**config.mk**
```make
export PLATFORM = sky130hd
export DESIGN_NAME = temp_window_alert
export DESIGN_NICKNAME = d
export VERILOG_FILES = /design/src/rtl/temp_alert_pkg.sv /design/src/rtl/thr_regs.sv /design/src/rtl/window_cmp.sv /design/src/rtl/alert_latch.sv /design/src/rtl/temp_window_alert.sv
export SDC_FILE = /design/constraint.sdc
export NUM_CORES = 1
export LEC_CHECK = 0
export BUFFER_PORTS_ARGS = -buffer_cell sky130_fd_sc_hd__buf_2
export CAP_MARGIN = 10
export CELL_PAD_IN_SITES_DETAIL_PLACEMENT = 1
export CELL_PAD_IN_SITES_GLOBAL_PLACEMENT = 2
export CORE_UTILIZATION = 35
export CTS_CLUSTER_DIAMETER = 60
export DETAILED_ROUTE_END_ITERATION = 8
export PLACE_DENSITY = 0.89
export RECOVER_POWER = 100
export SYNTH_ARGS = -nofsm -noshare
export SYNTH_HDL_FRONTEND = slang
export SYNTH_HIERARCHICAL = 1
export SYNTH_SLANG_ARGS = --single-unit
```
**constraint.sdc**
```tcl
create_clock -name clk_i -period 2.9 [get_ports clk_i]
set_clock_uncertainty 0.1 [all_clocks]
set_input_delay 0.29 -clock clk_i [delete_from_list [all_inputs] [get_ports clk_i]]
set_output_delay 0.29 -clock clk_i [all_outputs]
set_load 0.01 [all_outputs]
```
**src/rtl/temp_alert_pkg.sv**
```systemverilog
package temp_alert_pkg;
  localparam int TEMP_W = 8;
  localparam int ADDR_W = 2;
  typedef enum logic [ADDR_W-1:0] {
    REG_MAX  = 2'd0,
    REG_MIN  = 2'd1,
    REG_CTRL = 2'd2,
    REG_RSVD = 2'd3
  } reg_addr_e;
endpackage

```
**src/rtl/thr_regs.sv**
```systemverilog
module thr_regs
  import temp_alert_pkg::*;
#(
  parameter int W = TEMP_W
) (
  input  logic              clk_i,
  input  logic              rst_ni,
  input  logic              wr_en_i,
  input  logic [ADDR_W-1:0] wr_addr_i,
  input  logic [W-1:0]      wr_data_i,
  output logic [W-1:0]      max_o,
  output logic [W-1:0]      min_o,
  output logic              clr_o
);
  logic [W-1:0] max_q, min_q;
  reg_addr_e addr;
  assign addr = reg_addr_e'(wr_addr_i);

  always_ff @(posedge clk_i or negedge rst_ni) begin
    if (!rst_ni) begin
      max_q <= '1;
      min_q <= '0;
    end else if (wr_en_i) begin
      if (addr == REG_MAX) max_q <= wr_data_i;
      if (addr == REG_MIN) min_q <= wr_data_i;
    end
  end

  assign clr_o = wr_en_i && (addr == REG_CTRL) && (wr_data_i == '0);
  assign max_o = max_q;
  assign min_o = min_q;


  max_wr_chk: assert property (@(posedge clk_i) disable iff (!rst_ni)
    (wr_en_i && addr == REG_MAX) |=> (max_o == $past(wr_data_i)));

  min_wr_chk: assert property (@(posedge clk_i) disable iff (!rst_ni)
    (wr_en_i && addr == REG_MIN) |=> (min_o == $past(wr_data_i)));
endmodule

```
**src/rtl/window_cmp.sv**
```systemverilog
module window_cmp #(
  parameter int W = 8
) (
  input  logic [W-1:0] temp_i,
  input  logic [W-1:0] max_i,
  input  logic [W-1:0] min_i,
  output logic         viol_o
);
  assign viol_o = (temp_i > max_i) || (temp_i < min_i);
endmodule

```
**src/rtl/alert_latch.sv**
```systemverilog
module alert_latch (
  input  logic clk_i,
  input  logic rst_ni,
  input  logic clr_i,
  input  logic valid_i,
  input  logic new_viol_i,  // new sample outside window
  input  logic cur_viol_i,  // newest known temperature outside window
  output logic alert_o,
  output logic alert_no,
  output logic irq_o
);
  logic alert_q, alert_d, irq_q;

  always_comb begin
    if (clr_i) alert_d = cur_viol_i;
    else       alert_d = alert_q | (valid_i & new_viol_i);
  end

  always_ff @(posedge clk_i or negedge rst_ni) begin
    if (!rst_ni) begin
      alert_q <= 1'b0;
      irq_q   <= 1'b0;
    end else begin
      alert_q <= alert_d;
      irq_q   <= ~alert_no;
    end
  end

  assign alert_o  = alert_q;
  assign alert_no = ~alert_q;
  assign irq_o    = irq_q;


  set_on_viol_chk: assert property (@(posedge clk_i) disable iff (!rst_ni)
    (valid_i && new_viol_i) |=> !alert_no);

  sticky_chk: assert property (@(posedge clk_i) disable iff (!rst_ni)
    (alert_o && !clr_i) |=> alert_o);

  clear_ok_chk: assert property (@(posedge clk_i) disable iff (!rst_ni)
    (clr_i && !cur_viol_i) |=> alert_no);

  irq_follow_chk: assert property (@(posedge clk_i) disable iff (!rst_ni)
    1'b1 |=> (irq_o == !$past(alert_no)));
endmodule

```
**src/rtl/temp_window_alert.sv**
```systemverilog
module temp_window_alert
  import temp_alert_pkg::*;
#(
  parameter int W = TEMP_W
) (
  input  logic              clk_i,
  input  logic              rst_ni,
  input  logic              wr_en_i,
  input  logic [ADDR_W-1:0] wr_addr_i,
  input  logic [W-1:0]      wr_data_i,
  input  logic [ADDR_W-1:0] rd_addr_i,
  output logic [W-1:0]      rd_data_o,
  input  logic              temp_valid_i,
  input  logic [W-1:0]      temp_i,
  output logic              alert_no,
  output logic              irq_o
);
  logic [W-1:0] max_w, min_w, last_q, cur_temp;
  logic         have_q, clr_w, new_viol, held_viol, cur_viol, alert_w;

  thr_regs #(.W(W)) i_regs (
    .clk_i, .rst_ni, .wr_en_i, .wr_addr_i, .wr_data_i,
    .max_o(max_w), .min_o(min_w), .clr_o(clr_w)
  );

  // one comparator for the arriving sample, one for the newest known one
  window_cmp #(.W(W)) i_cmp_new (
    .temp_i(temp_i), .max_i(max_w), .min_i(min_w), .viol_o(new_viol)
  );
  window_cmp #(.W(W)) i_cmp_cur (
    .temp_i(cur_temp), .max_i(max_w), .min_i(min_w), .viol_o(held_viol)
  );

  assign cur_temp = temp_valid_i ? temp_i : last_q;
  assign cur_viol = (temp_valid_i | have_q) & held_viol;

  always_ff @(posedge clk_i or negedge rst_ni) begin
    if (!rst_ni) begin
      last_q <= '0;
      have_q <= 1'b0;
    end else if (temp_valid_i) begin
      last_q <= temp_i;
      have_q <= 1'b1;
    end
  end

  alert_latch i_alert (
    .clk_i, .rst_ni, .clr_i(clr_w), .valid_i(temp_valid_i),
    .new_viol_i(new_viol), .cur_viol_i(cur_viol),
    .alert_o(alert_w), .alert_no(alert_no), .irq_o(irq_o)
  );

  always_comb begin
    unique case (reg_addr_e'(rd_addr_i))
      REG_MAX:  rd_data_o = max_w;
      REG_MIN:  rd_data_o = min_w;
      REG_CTRL: rd_data_o = {{(W-1){1'b0}}, alert_w};
      default:  rd_data_o = '0;
    endcase
  end


  clr_viol_sample_chk: assert property (@(posedge clk_i) disable iff (!rst_ni)
    (clr_w && temp_valid_i && new_viol) |=> !alert_no);

  rd_status_chk: assert property (@(posedge clk_i) disable iff (!rst_ni)
    (rd_addr_i == 2'd2) |-> (rd_data_o == {{(W-1){1'b0}}, !alert_no}));
endmodule

```
==> Word-level counts from Yosys, hierarchy flattened <==
Index checks and enable logic that the tools add are counted.
{ "word_totals": {"mem_bits_rw": 0, "ff_bits": 27, "output_inout_bits": 10, "latch_bits": 0, "n_memories": 0, "mem_bits_ro": 0} }
{ "op_classes": {"div": 0, "n_mul": 0, "bitwise": 5, "n_shift": 0, "n_eq_ne": 4, "n_reduce_logical": 9, "add_sub_neg": 0, "order_cmp": 4, "muxes": 3} }
{ "op_table": {"columns": ["operator", "count"], "rows": [
  ["$pmux 8 s3", 1],
  ["$gt 8x8->1", 2],
  ["$lt 8x8->1", 2],
  ["$logic_not 8->1", 1],
  ["$mux 8", 1],
  ["$eq 2x1->1 const B", 2],
  ["$eq 2x2->1 const B", 2],
  ["$logic_not 2->1", 2],
  ["$reduce_and 2->1", 2],
  ["$and 1x1->1", 2],
  ["$logic_and 1x1->1", 2],
  ["$logic_or 1x1->1", 2],
  ["$or 1x1->1", 2],
  ["$mux 1", 1],
  ["$not 1->1", 1]
]} }

==> Longest topological paths before layout <==
{ "depth": {"depth_word": 5, "ltp_mapped": 11} }

==> Hierarchy <==
The synthesis kept the hierarchy.
{ "modules_own_cells": {"columns": ["mod", "cells_each", "area_per_inst_um2", "seq_area_each_um2", "instances"], "rows": [
  ["window_cmp", 56, 379.1, 0.0, 2],
  ["thr_regs", 38, 650.6, 410.4, 1],
  ["temp_window_alert", 39, 474.2, 225.2, 1],
  ["alert_latch", 6, 75.1, 50.0, 1]
]} }

==> Worst setup path after synthesis <==
Ideal clock, no wire load.
{ "synth_timing": {"kind": "input port to flip-flop", "startpoint": "input port temp_valid_i", "endpoint": "register i_alert.alert_q (netlist: i_alert/alert_o)", "path_buffers": 1, "path_stages": 10, "arrival_time_ps": 1925, "setup_ps": 124, "setup_slack_ps": 751, "path_cell_list": "buf_6 mux2_2 ha_1 nand4_1 nor3_2 nor2_1 a211o_1 and2_4 inv_1 a21oi_1"} }
{ "synth_between": {"elab_chain_len": 5} }
{ "synth_rtl": {"columns": ["item", "line", "text"], "rows": [
  ["from (decl)", "temp_window_alert.sv:13", "input logic temp_valid_i,"],
  ["$mux 8 *", null, null],
  ["net cur_temp[7]", "temp_window_alert.sv:18", "logic [W-1:0] max_w, min_w, last_q, cur_temp;"],
  ["$gt 8x8->1 or $lt 8x8->1 (tied branches)", "window_cmp.sv:9", "assign viol_o = (temp_i > max_i) || (temp_i < min_i);"],
  ["$logic_or 1x1->1 *", "window_cmp.sv:9", null],
  ["net held_viol", "temp_window_alert.sv:19", "logic have_q, clr_w, new_viol, held_viol, cur_viol, alert_w;"],
  ["$and 1x1->1 *", "temp_window_alert.sv:35", "assign cur_viol = (temp_valid_i | have_q) & held_viol;"],
  ["net cur_viol", "temp_window_alert.sv:19", null],
  ["$mux 1 *", "alert_latch.sv:15", "if (clr_i) alert_d = cur_viol_i;"],
  ["net i_alert.alert_d", "alert_latch.sv:12", "logic alert_q, alert_d, irq_q;"],
  ["to (signal assigned)", "alert_latch.sv:24", "alert_q <= alert_d;"],
  ["to (decl)", "alert_latch.sv:12", null]
]} }
The timed path passes the listed nets; every way through them passes the cells marked *.
A chain may end at the register's enable or synchronous reset.

==> Final worst setup path <==
Ends and elaborated chain as after synthesis.

==> results.txt <==
Outcome: finished, final reports clean
Tmin final: 2460 ps
CP endpoint kind: flip-flop
Largest net degree at the start of global routing: 28
DRT iter0 DRCs: 13
HPWL after DPL: 3660 um
Yosys Warn Count: 6
Routed WL: 4300 um
Layout cells sized above 1: 0.230
Leak: 1.12 nW
Fin nets: 285
Cell area after synthesis: 1960 um^2
Num ports: 34
Clock Pin Slew Worst Setup and Hold Paths: 100 ps
CTS sink cnt: 27
Syn Inst Count: 195
CP startpoint: temp_valid_i
Top cells by area, synth: dfrtp_1 24%, ha_1 19%, mux2_2 14%
R2R Setup Slk: 680 ps
Clock buffer depth: 2
Final Total Pwr: 1.12 mW
Area share of the largest cell type after synthesis: 0.243
Reg-to-reg critical path endpoint: i_alert/alert_o$_DFF_PN0_
Die footprint: 5900 um^2
Register area share after synthesis: 0.350
Setup crit end: i_alert/alert_o$_DFF_PN0_
Pins Over Slew Limit: 0
Setup Fix Bufs, Post-CTS: 0
Library cells used by synthesis: 29
Post-route ant nets: 0
Fin Setup TNS: 0 ps
H-tree Lvls: 1
Syn Area/Cell: 10.0 um^2
Syn nets: 249
Commonest non-fill, non-tap cells in the layout: 34 x inv_1, 30 x ha_1, 27 x buf_2
Synthesis-stage register bit count: 27
Via count: 1,475
Die Ht: 76.8 um
# Max-Cap Violations: 0
Worst Setup Start Kind: primary input
CTS tree: yes
Unrepaired setup endpoints after global routing: no
Min-Delay Path Class: primary input to flip-flop
Fin crit share: 0.849
Critical Path RT: 2950 ps
Commonest non-fill, non-tap cell in the layout: inv_1
Vias in the first global route: 1,560
Iteration count of the initial detailed-routing pass: 4
Avg WL per Cell: 14.3 um
P&R area growth vs syn: 13.1%
Total CTS buffers: 3
First-pass GRT wire length: 7650 um
Endpoints failing setup: 0
Reg2reg start: last_q[7]$_DFF_PN0_
# DRC: 0
Placed cell area: 2190 um^2
Initial antenna violation count: 0
Peak supply drop: 0.320 mV
RePlAce Congestion: 0.800
R2R depth: 9
Crit-path max FO: 10
Drt via density: 4.92
Core area: 5240 um^2
Gr ovfl total: 0
Worst Path Arrival: 2520 ps
Clk_lat worst skew: 270 ps
Pwr Density: 504 nW/um^2
Setup WS pre-CTS: 459 ps
Initial Utilization: 0.374
Final instance area: 2210 um^2
Final Hold Viols: 0
Root Buffer: clkbuf_8
Yosys top cell by area: dfrtp_1
N_diodes: 0
Resized cells post-CTS: 0
Total track usage: 0.163
WS Path Type: primary input to flip-flop
Fmax achieved: 0.406 GHz
Port bufs: 33
Chip width: 76.8 um
Worst slew pin tran: 1460 ps
Rel. slew slack: 0.0264
Setup slack after layout: 438 ps
Site row count: 26
-- worst min path at each step --
stage	start	to	slack (ps)	cells after the start
after CTS	wr_data_i[6]	i_regs/min_o[6]$_DFFE_PN0P_	170	2
after global placement	rst_ni	i_regs/min_o[1]$_DFFE_PN0P_	230	1
after global routing	wr_data_i[5]	i_regs/min_o[5]$_DFFE_PN0P_	180	2
final	wr_data_i[6]	i_regs/min_o[6]$_DFFE_PN0P_	170	2
after floorplan	rst_ni	have_q$_DFFE_PN0P_	-110	0
after detailed placement	rst_ni	i_regs/min_o[1]$_DFFE_PN0P_	250	1
-- layout make-up --
type,instances,area [um^2]
Sequential cell,27,686
Multi-Input combinational cell,131,1100
Fill cell,637,3020
Tap cell,70,87.6
Timing Repair Buffer,34,168
Clock buffer,3,41.3
Clock inverter,1,5.00
Inverter,34,128
-- flip-flops by register name (all words and copies together), names as in the netlist --
name             cells
have_q               1
i_alert/alert_o      1
i_alert/irq_o        1
i_regs/max_o         8
i_regs/min_o         8
last_q               8
-- critical path, stage by stage --
cell,delay (ps)
clkbuf_1,470
mux2_1,430
ha_1,340
nand4_1,130
nor3_1,270
nor2_1,70
a211o_1,290
and2_4,130
inv_1,50
a21oi_1,50
-- metal layers --
| metal | up-vias | routed length (um) | GRT usage |
|---|---|---|---|
| li1 | 738 | - | - |
| met1 | 712 | 2170 | 0.230 |
| met2 | 21 | 2000 | 0.269 |
| met3 | 4 | 68 | 0.0119 |
| met4 | 0 | 53 | 0.0385 |
| met5 | - | 0 | 0 |
-- synthesized netlist by cell type --
cell,number
mux2i_1,8
buf_6,1
o21ai_0,9
nand4_1,2
nand3_1,2
dfrtp_1,19
nand2_1,8
a211o_1,2
or2_4,1
nand3b_1,1
and4bb_2,1
nor3b_1,2
nand3b_2,1
nor3_2,2
a21o_1,2
nor4_1,1
a211oi_2,1
buf_1,1
ha_1,30
dfstp_2,8
mux2_2,24
nor3_1,3
nor3b_4,1
and2_4,1
nor2_1,13
inv_1,34
a21oi_1,15
buf_4,1
and3_1,1
-- through the flow --
| step | hold WS (ps) | utilization | cells |
|---|---|---|---|
| global route | 180 | 0.423 | 300 |
| finish | 172 | 0.423 | 300 |
| floorplan | -106 | - | 195 |
| global placement | 234 | 0.418 | 295 |
| detailed placement | 247 | 0.418 | 295 |
| CTS | 166 | 0.429 | 300 |
-- power breakdown --
part           internal [mW]  switching [mW]
logic                  0.195           0.214
registers              0.439          0.0578
clock network         0.0960           0.114
-- logic make-up after synthesis --
group,after synthesis,share of synthesized area
simple gates,40,0.118
buf+inv,37,0.0767
mux,32,0.179
fa+ha+maj,30,0.192
compound gates,29,0.0843
flops,27,0.350
-- timing repair --
item	4_1_cts	5_1_grt
hold buffers	1	0
setup endpoints to repair	0	0
endpoints found under the hold margin	19	0
(Power assumes the default switching activity.)
